## config.mk

```make
export PLATFORM = sky130hd
export DESIGN_NAME = lat_rsp_top
export DESIGN_NICKNAME = d
export VERILOG_FILES = /design/src/rtl/lat_rsp_pkg.sv /design/src/rtl/lat_rsp_store.sv /design/src/rtl/lat_rsp_bank.sv /design/src/rtl/lat_rsp_arb.sv /design/src/rtl/lat_rsp_top.sv
export SDC_FILE = /design/constraint.sdc
export NUM_CORES = 1
export LEC_CHECK = 0
export CAP_MARGIN = 10
export CELL_PAD_IN_SITES_DETAIL_PLACEMENT = 0
export CELL_PAD_IN_SITES_GLOBAL_PLACEMENT = 1
export CORE_AREA = 5 5 297 299
export CTS_CLUSTER_SIZE = 20
export DETAILED_ROUTE_END_ITERATION = 10
export DIE_AREA = 0 0 302 304
export PLACE_DENSITY = 0.68
export REMOVE_ABC_BUFFERS = 1
export SYNTH_ARGS = -nofsm -noshare
export SYNTH_HDL_FRONTEND = slang
export SYNTH_HIERARCHICAL = 1
export SYNTH_SLANG_ARGS = --single-unit
```

## constraint.sdc

```tcl
create_clock -name clk -period 4.7 [get_ports clk]
set_clock_uncertainty 0.15 [all_clocks]
set_input_delay 1.41 -clock clk [delete_from_list [all_inputs] [get_ports clk]]
set_output_delay 1.41 -clock clk [all_outputs]
set_load 0.02 [all_outputs]
```

## src/rtl/lat_rsp_pkg.sv

```systemverilog
`timescale 1ns/1ps
package lat_rsp_pkg;

  // Content of the read-only store at one byte address.
  function automatic logic [7:0] byte_pattern(input logic [31:0] byte_addr);
    logic [31:0] mix;
    mix = byte_addr * 32'd37 + 32'd11;
    return mix[7:0];
  endfunction

  // (base + step) reduced into [0, limit) for step < limit.
  function automatic int wrap_add(input int base, input int step, input int limit);
    int sum;
    sum = base + step;
    if (sum >= limit) sum = sum - limit;
    return sum;
  endfunction

  // Countdown value for a newly queued entry.
  // A matched entry contributes its next-cycle value, so both expire together.
  function automatic int next_count(input bit hit, input int hit_cnt, input int fresh);
    if (!hit) return fresh;
    return (hit_cnt > 0) ? hit_cnt - 1 : 0;
  endfunction

endpackage

```

## src/rtl/lat_rsp_store.sv

```systemverilog
`timescale 1ns/1ps
module lat_rsp_store
  import lat_rsp_pkg::*;
#(
  parameter int ADDR_W = 6,
  parameter int BYTES  = 4
) (
  input  logic [ADDR_W-1:0]  rd_addr,
  output logic [8*BYTES-1:0] rd_data
);
  localparam int MEM_BYTES = (1 << ADDR_W) * BYTES;
  localparam int MW        = $clog2(MEM_BYTES);

  logic [7:0] mem [MEM_BYTES];

  for (genvar g = 0; g < MEM_BYTES; g++) begin : g_cell
    assign mem[g] = byte_pattern(32'(g));
  end

  always_comb begin
    for (int j = 0; j < BYTES; j++) begin
      rd_data[8*j +: 8] = mem[MW'(int'(rd_addr) * BYTES + j)];
    end
  end
endmodule

```

## src/rtl/lat_rsp_bank.sv

```systemverilog
`timescale 1ns/1ps
module lat_rsp_bank
  import lat_rsp_pkg::*;
#(
  parameter int DEPTH  = 4,
  parameter int LAT    = 8,
  parameter int ADDR_W = 6,
  parameter int TAG_W  = 4,
  parameter int DATA_W = 32
) (
  input  logic              clk,
  input  logic              rst,
  input  logic              push,
  input  logic [ADDR_W-1:0] push_addr,
  input  logic [TAG_W-1:0]  push_tag,
  input  logic [DATA_W-1:0] push_data,
  input  logic              pop,
  output logic              full,
  output logic              head_ready,
  output logic [TAG_W-1:0]  head_tag,
  output logic [DATA_W-1:0] head_data
);
  localparam int PW = (DEPTH > 1) ? $clog2(DEPTH) : 1;
  localparam int CW = $clog2(LAT + 1);
  // The pick adds one register stage, so the countdown is loaded short by two.
  localparam int FRESH = LAT - 2;

  logic [DEPTH-1:0]  vld_q;
  logic [TAG_W-1:0]  tag_q  [DEPTH];
  logic [ADDR_W-1:0] addr_q [DEPTH];
  logic [DATA_W-1:0] data_q [DEPTH];
  logic [CW-1:0]     cnt_q  [DEPTH];
  logic [PW-1:0]     rd_q, wr_q;

  logic          hit;
  logic [CW-1:0] hit_cnt;
  logic [CW-1:0] load_cnt;

  function automatic logic [PW-1:0] ptr_next(input logic [PW-1:0] p);
    return PW'(wrap_add(int'(p), 1, DEPTH));
  endfunction

  // Oldest pending entry with the same address.
  always_comb begin
    hit     = 1'b0;
    hit_cnt = '0;
    for (int k = 0; k < DEPTH; k++) begin
      logic [PW-1:0] s;
      s = PW'(wrap_add(int'(rd_q), k, DEPTH));
      if (!hit && vld_q[s] && addr_q[s] == push_addr) begin
        hit     = 1'b1;
        hit_cnt = cnt_q[s];
      end
    end
    load_cnt = CW'(next_count(hit, int'(hit_cnt), FRESH));
  end

  assign full       = &vld_q;
  assign head_ready = vld_q[rd_q] && (cnt_q[rd_q] == '0);
  assign head_tag   = tag_q[rd_q];
  assign head_data  = data_q[rd_q];

  always_ff @(posedge clk) begin
    if (rst) begin
      vld_q <= '0;
      rd_q  <= '0;
      wr_q  <= '0;
      for (int i = 0; i < DEPTH; i++) cnt_q[i] <= '0;
    end else begin
      for (int i = 0; i < DEPTH; i++) begin
        if (vld_q[i] && cnt_q[i] != '0) cnt_q[i] <= cnt_q[i] - 1'b1;
      end
      if (pop) begin
        vld_q[rd_q] <= 1'b0;
        rd_q        <= ptr_next(rd_q);
      end
      if (push) begin
        vld_q[wr_q]  <= 1'b1;
        tag_q[wr_q]  <= push_tag;
        addr_q[wr_q] <= push_addr;
        data_q[wr_q] <= push_data;
        cnt_q[wr_q]  <= load_cnt;
        wr_q         <= ptr_next(wr_q);
      end
    end
  end
endmodule

```

## src/rtl/lat_rsp_arb.sv

```systemverilog
`timescale 1ns/1ps
module lat_rsp_arb #(
  parameter int NB = 4,
  parameter int BW = 2
) (
  input  logic [NB-1:0] elig,
  input  logic [BW-1:0] last,
  output logic          found,
  output logic [BW-1:0] pick
);
  // Search starts one past the last-served bank and wraps; NB is a power of two.
  always_comb begin
    found = 1'b0;
    pick  = last;
    for (int i = 1; i <= NB; i++) begin
      logic [BW-1:0] idx;
      idx = BW'(int'(last) + i);
      if (!found && elig[idx]) begin
        found = 1'b1;
        pick  = idx;
      end
    end
  end
endmodule

```

## src/rtl/lat_rsp_top.sv

```systemverilog
`timescale 1ns/1ps
module lat_rsp_top #(
  parameter int NUM_BANKS   = 4,
  parameter int QUEUE_DEPTH = 4,
  parameter int LATENCY     = 8,
  parameter int BLOCK_W     = 32,
  parameter int TAG_W       = 4,
  parameter int ADDR_W      = 6,
  parameter bit STALL_EN    = 1'b0,
  parameter int STALL_MOD   = 7
) (
  input  logic               clk,
  input  logic               rst,
  input  logic               req_valid,
  output logic               req_ready,
  input  logic [ADDR_W-1:0]  req_addr,
  input  logic [TAG_W-1:0]   req_tag,
  output logic               rsp_valid,
  input  logic               rsp_ready,
  output logic [BLOCK_W-1:0] rsp_data,
  output logic [TAG_W-1:0]   rsp_tag
);
  localparam int BW    = $clog2(NUM_BANKS);
  localparam int BYTES = BLOCK_W / 8;

  // Named internal events
  logic                 req_fire, rsp_fire, full_sel, stall_tick;
  logic                 pick_found;
  logic [BW-1:0]        pick_bank, req_bank;
  logic [NUM_BANKS-1:0] bank_full, head_ready, serve_mask, elig_mask;
  logic [BLOCK_W-1:0]   rd_block;
  logic [BLOCK_W-1:0]   hd_data [NUM_BANKS];
  logic [TAG_W-1:0]     hd_tag  [NUM_BANKS];

  logic          act_q;
  logic [BW-1:0] cur_q;

  assign req_bank = req_addr[BW-1:0];

  lat_rsp_store #(.ADDR_W(ADDR_W), .BYTES(BYTES)) store_i (
    .rd_addr (req_addr),
    .rd_data (rd_block)
  );

  for (genvar b = 0; b < NUM_BANKS; b++) begin : g_bank
    logic push_b, pop_b;
    assign push_b = req_fire && (req_bank == BW'(b));
    assign pop_b  = rsp_fire && (cur_q == BW'(b));
    lat_rsp_bank #(
      .DEPTH(QUEUE_DEPTH), .LAT(LATENCY), .ADDR_W(ADDR_W),
      .TAG_W(TAG_W), .DATA_W(BLOCK_W)
    ) bank_i (
      .clk        (clk),
      .rst        (rst),
      .push       (push_b),
      .push_addr  (req_addr),
      .push_tag   (req_tag),
      .push_data  (rd_block),
      .pop        (pop_b),
      .full       (bank_full[b]),
      .head_ready (head_ready[b]),
      .head_tag   (hd_tag[b]),
      .head_data  (hd_data[b])
    );
  end

  if (STALL_EN) begin : g_stall
    logic [31:0] cyc_q;
    always_ff @(posedge clk) begin
      if (rst) cyc_q <= '0;
      else     cyc_q <= cyc_q + 32'd1;
    end
    assign stall_tick = ((cyc_q >> 1) % 32'(STALL_MOD)) == 32'd0;
  end else begin : g_nostall
    assign stall_tick = 1'b0;
  end

  assign full_sel  = bank_full[req_bank];
  assign req_ready = !full_sel && !stall_tick;
  assign req_fire  = req_valid && req_ready;

  assign rsp_fire   = act_q && rsp_ready;
  // The head being taken this cycle is not a candidate for the next pick.
  assign serve_mask = rsp_fire ? (NUM_BANKS'(1) << cur_q) : '0;
  assign elig_mask  = head_ready & ~serve_mask;

  lat_rsp_arb #(.NB(NUM_BANKS), .BW(BW)) arb_i (
    .elig  (elig_mask),
    .last  (cur_q),
    .found (pick_found),
    .pick  (pick_bank)
  );

  always_ff @(posedge clk) begin
    if (rst) begin
      act_q <= 1'b0;
      cur_q <= '0;
    end else if (!act_q || rsp_fire) begin
      act_q <= pick_found;
      if (pick_found) cur_q <= pick_bank;
    end
  end

  assign rsp_valid = act_q;
  assign rsp_data  = hd_data[cur_q];
  assign rsp_tag   = hd_tag[cur_q];
endmodule

```

==> results of run 1 <==
[flip-flops by register name (all words and copies together), names as in the netlist, named ones only]
register	cells
g_bank.bank_i/vld_q	16
g_bank.bank_i/data_q	512
rsp_valid	1
g_bank.bank_i/cnt_q	64
g_bank.bank_i/addr_q	96
g_bank.bank_i/rd_q	8
g_bank.bank_i/wr_q	8
cur_q	2
g_bank.bank_i/tag_q	64
[area by class of cell]
cell class	count	area (um^2)	area share
multi-input combinational	1381	14000	0.319
sequential	779	23000	0.523
timing repair buffer	209	2170	0.0494
tap	1144	1430	0.0326
clock buffer	97	2220	0.0506
antenna	1	2.50	0.0000569
inverter	88	330	0.00752
clock inverter	58	795	0.0181
[repair_timing]
item,4_1_cts,5_1_grt
setup buffers,5,0
endpoints found under the setup margin,26,4
endpoints found under the hold margin,0,0
resized for setup,2,4
[Yosys cell counts, types with 39 or more instances]
library cell,n,area share
a21oi_1,48,0.0063
clkbuf_1,56,0.0055
dfxtp_1,43,0.023
edfxtp_1,736,0.58
ha_1,57,0.019
inv_1,86,0.0085
mux2i_1,110,0.029
mux4_2,263,0.16
nand2_1,145,0.014
nor2_1,107,0.011
o21ai_0,39,0.0051
o22ai_1,47,0.0077
xnor2_1,107,0.025
xor2_1,64,0.015
[final timing paths]
check | from | to | slack [ns] | cells after the start
min | g_bank[0].bank_i/wr_q[1] | g_bank[0].bank_i/wr_q[1] | 0.41 | 2
max reg2reg | g_bank[2].bank_i/rd_q[0] | g_bank[2].bank_i/cnt_q[2][0] | 0.62 | 11
min reg2reg | g_bank[0].bank_i/wr_q[1] | g_bank[0].bank_i/wr_q[1] | 0.41 | 2
max | register | rsp_data[6] | 0.07 | 4
[worst max-delay path, delay by kind of cell, from the launching register on]
kind,cells,cell delay [ns]
buffers and inverters,2,0.93
multiplexers,2,1.00
flip-flops,1,0.49
[cell usage in the layout, fill, tap and decap left out, drive strengths merged, types with 16 or more instances in the layout]
master,netlist,final
buf,83,165
xnor2,108,108
dfxtp,43,43
nor2,107,107
mux2i,110,110
nand3,37,37
clkbuf,57,97
clkinv,0,34
o21ai,55,55
nand4,20,20
inv,88,92
mux4,263,263
clkdlybuf4s50,0,41
xor2,64,64
a21oi,52,52
edfxtp,736,736
nand2,146,146
nand2b,24,24
o22ai,49,49
nor2b,30,30
a211o,16,16
nor3,36,36
ha,57,57
[routing by layer]
metal	vias to the layer above	global-route usage
met3	140	0.0270
li1	9787	-
met4	0	0.0527
met2	678	0.357
met1	11800	0.303
met5	-	0
[where the power goes]
part           internal [mW]  total, mW  switching (mW)
clock network           4.27       7.09            2.83
logic                  0.326      0.821           0.494
registers               7.73       7.81          0.0794
total                   12.3       15.7            3.40
[logic make-up (layout without fill, tap and decap cells)]
family	after synthesis	in the layout
simple gates	467	467
mux	386	386
fa+ha+maj	57	57
buf+inv	228	452
compound gates	291	291
xor+xnor	172	172
other cells	2	9
flops	779	779
==> impl_metrics.yaml, run 1 <==
sta:
  maxSlewViolCount: 0
  finalSetupViolCount: 0
  setup_tns_ns: 0
  fin_crit_sh: 0.984
  fmax_ghz: 0.216
  fin_crit_ns: 4.63
  hold_violations: 0
  slew_headroom: 0.154
  worst_slew_pin_slew_ns: 1.26
  rsz0062_at_grt: "false"
  fin_ws_ns: 0.0744
  holdWs_ns: 0.413
cts:
  clkTransAtPathRegs_ns: 0.06
  cts_root_buf: "clkbuf_16"
  numCtsBuffers: 85
  cts_buffer_depth: 3
  cts_tree: "yes"
  clk_latency_ns: 0.65
  clkSinkCount: 779
  htreeDepth: 3
  holdBufCountCts: 0
logic_synthesis:
  synth_top_family_by_area: "multiplexers"
  ys_types: 93
  synthXorXnorAreaFrac: 0.0398
  synth_compound_area_frac: 0.0576
  synthAdderAreaFrac: 0.0188
  yosys_warnings: 6
  synth-simple-area-share: 0.0620
  synth_edf_count: 736
  syn_inst: 2382
  synth_area_per_cell_um2: 16.0
  ys_ff_latch: 779
  yosys-mux-area-fraction: 0.189
  yosysSeqAreaShare: 0.604
  syn-cell-area_um2: 38000
  synthArstFlopShare: 0
  synthFlopType: "edfxtp_1"
routing:
  drcViolationCount: 0
  routed_via_density: 5.97
  drtIter0Drc: 2046
  via_count: 22400
  wl_met2_mm: 48.9
  wl_met3_mm: 5.00
  post_drt_wl_per_cell_um: 26.3
  wl_mm: 98.9
  topRoutingLayerUsed: "met4"
  ant_nets: 0
  met1Wirelength_mm: 42.9
  drtPass1Iterations: 5
floorplanning:
  die_h_um: 304
  die-area_um2: 91800
  io_pins: 52
  rows: 107
  core_area_um2: 84900
  die_w_um: 302
  initial_core_util: 0.448
grt:
  antenna_found_initial: 0
  grt_pass1_wl_mm: 148
  grt_start_max_net_pins: 49
  grt_use_total: 0.214
  overflow: 0
  first_global_vias: 22700
place:
  dpl_cell_area_um2: 40900
  gp_congestion: 0.866
  placedCellCount: 3595
  io_buffers: 51
  place.detailed.hpwl_mm: 63.3
  place_ws_ns: 0.0214
run:
  max_cap_viol_count: 0
finish:
  nets: 2615
  fillers: 6969
  area_delta_synth_final_pct: 15.6
  design_area_um2: 44000
  final_cells: 3757
  utilization: 0.518
  drive_above_1_share: 0.249
setup_path:
  critPathArrivalTime_ns: 3.07
  critPathKind: "register to output pin"
  endpoint_kind: "output pin"
  cp-start-kind: "register"
  cp_slowest_stage_delay_ns: 0.70
  required_ns: 3.14
  slowest_stage: "clkdlybuf4s50_1"
  crit_path_cell_trace: "buf_12 > mux4_2 > mux4_2 > clkdlybuf4s50_1"
  critPathMaxFanout: 15
  worst_path_most_repeated_cell: "mux4_2"
min_path:
  min_path_type: "register to register"
power_and_ir_drop:
  finalPower_mw: 15.7
  peakVddDrop_mv: 0.502
  leakagePower_nw: 14.0
  power_density_nw_per_um2: 358
run_status:
  status: "completed"
Power figures use the tool's default switching activity.
==> inputs of run 2 (changes only) <==
--- a/config.mk
+++ b/config.mk
@@ -9,9 +9,10 @@
 export CELL_PAD_IN_SITES_DETAIL_PLACEMENT = 0
 export CELL_PAD_IN_SITES_GLOBAL_PLACEMENT = 1
 export CORE_AREA = 5 5 297 299
-export CTS_CLUSTER_SIZE = 20
+export CTS_CLUSTER_SIZE = 10
 export DETAILED_ROUTE_END_ITERATION = 10
 export DIE_AREA = 0 0 302 304
+export GPL_TIMING_DRIVEN = 0
 export PLACE_DENSITY = 0.68
 export REMOVE_ABC_BUFFERS = 1
 export SYNTH_ARGS = -nofsm -noshare
==> impl_metrics.yaml, run 2 (synthesized netlist as in run 1, its figures left out) <==
run_status:
  status: "completed"
cts:
  clkSinkCount: 779
  clk_latency_ns: 0.65
  numCtsBuffers: 89
  cts_buffer_depth: 3
  holdBufCountCts: 0
  cts_tree: "yes"
  clkTransAtPathRegs_ns: 0.06
  htreeDepth: 3
  cts_root_buf: "clkbuf_16"
floorplanning:
  rows: 107
  initial_core_util: 0.448
  die-area_um2: 91800
  die_w_um: 302
  die_h_um: 304
  io_pins: 52
  core_area_um2: 84900
routing:
  via_count: 21900
  post_drt_wl_per_cell_um: 26.8
  drtPass1Iterations: 6
  ant_nets: 0
  routed_via_density: 6.05
  drcViolationCount: 0
  wl_mm: 97.3
  drtIter0Drc: 2086
min_path:
  min_path_type: "register to register"
  hold-path-cell-count: 2
setup_path:
  critPathKind: "register to output pin"
  worstRegToRegCells: 11
  cp-start-kind: "register"
  critPathMaxFanout: 31
  critPathArrivalTime_ns: 3.06
  endpoint_kind: "output pin"
  reg2reg_slack_ns: 0.19
  required_ns: 3.14
power_and_ir_drop:
  combPwrFrac: 0.055
  power.switching_mw: 3.20
  peakVddDrop_mv: 0.318
  seq_power_share: 0.531
  power.clock.fraction: 0.414
  leakagePower_nw: 13.4
  swShare: 0.218
  power_density_nw_per_um2: 342
  intPower_mw: 11.5
sta:
  fin_crit_sh: 0.982
  maxSlewViolCount: 0
  fmax_ghz: 0.217
  fin_crit_ns: 4.62
  holdWs_ns: 0.408
  hold_violations: 0
  worst_slew_pin_slew_ns: 1.16
  rsz0062_at_grt: "false"
  finalSetupViolCount: 0
  setup_tns_ns: 0
  slew_headroom: 0.202
place:
  gp_congestion: 0.819
  io_buffers: 51
  place.detailed.hpwl_mm: 55.5
grt:
  antenna_found_initial: 0
  grt_use_total: 0.209
  overflow: 0
  grt_start_max_net_pins: 68
  grt_pass1_wl_mm: 145
  first_global_vias: 22600
finish:
  area_delta_synth_final_pct: 13.2
  drive_above_1_share: 0.214
  nets: 2520
  final_cell_mix: "736 x edfxtp_1, 263 x mux4_2, 145 x nand2_1, 110 x mux2i_1"
  regMostFlops: "g_bank.bank_i/data_q"
  fillers: 7011
  final_common_cell: "edfxtp_1"
  top_regs: "g_bank.bank_i/data_q x512, g_bank.bank_i/addr_q x96"
  diodes: 0
  largest_reg_flops: 512
run:
  max_cap_viol_count: 0
run 2: cell count changes in the layout (fill, tap and decap cells not counted), sizes merged:
cell | previous run | this run
dlygate4sd2 | 0 | 1
bufinv | 15 | 0
buf | 165 | 61
clkinvlp | 5 | 0
bufbuf | 0 | 2
diode | 1 | 0
clkdlybuf4s50 | 41 | 43
clkinv | 34 | 6
o22ai | 49 | 50
clkbuf | 97 | 119
dlymetal6s2s | 3 | 0
inv | 92 | 91
run 2: worst max-delay path: stages (launching register included):
cell and delay (ns):
dfxtp_4 0.37, buf_16 0.28, mux4_2 0.55, mux4_2 0.58, clkdlybuf4s50_1 0.59
run 2: layer usage:
layer  GRT usage  wire length (um)
met1       0.289             41500
met2       0.350             48000
met3      0.0297              5220
met4      0.0595              2570
met5           0                 0
run 2: per-stage QoR:
| step | total power, mW | utilization | cells | area [um^2] | worst slack (ns) |
|---|---|---|---|---|---|
| after CTS | 14.8 | 0.505 | 3617 | 42900 | 0.0318 |
| after floorplan | 8.40 | - | 2248 | 37300 | -0.744 |
| after global placement | 8.70 | 0.462 | 3443 | 39200 | -4.83 |
| after global routing | 15.2 | 0.507 | 3628 | 43000 | 0.00563 |
| after detailed placement | 8.73 | 0.473 | 3479 | 40200 | -0.657 |
| final | 14.7 | 0.507 | 3628 | 43000 | 0.0844 |
run 2: worst paths after layout:
path | startpoint | end
worst max-delay path | register | rsp_data[6]
worst min-delay path | g_bank[0].bank_i/wr_q[1] | g_bank[0].bank_i/wr_q[1]
worst max register to register | g_bank[3].bank_i/rd_q[1] | g_bank[3].bank_i/cnt_q[3][0]
worst min register to register | g_bank[0].bank_i/wr_q[1] | g_bank[0].bank_i/wr_q[1]
run 2: repair_timing:
action                                  CTS  global route
buffers inserted                         10             6
cloned                                    2             3
gates resized for setup                  18             8
pin swaps                                 3             5
endpoints found under the setup margin  101            43
run 2: cell type report:
class	instances	area, um^2	share of cell area
tap	1144	1430	0.0333
multi-input combinational	1382	14100	0.328
clock buffer	117	2330	0.0542
sequential	779	23000	0.535
inverter	88	370	0.00860
timing repair buffer	109	1640	0.0381
clock inverter	9	139	0.00323
run 2: power by group through the flow:
stage,clock [mW],combinational (mW),sequential (mW)
2_1_floorplan,0,0.466,7.93
4_1_cts,6.23,0.795,7.80
6_report,6.09,0.808,7.81
5_1_grt,6.53,0.875,7.81
3_5_place_dp,0,0.775,7.95
3_3_place_gp,0,0.724,7.98
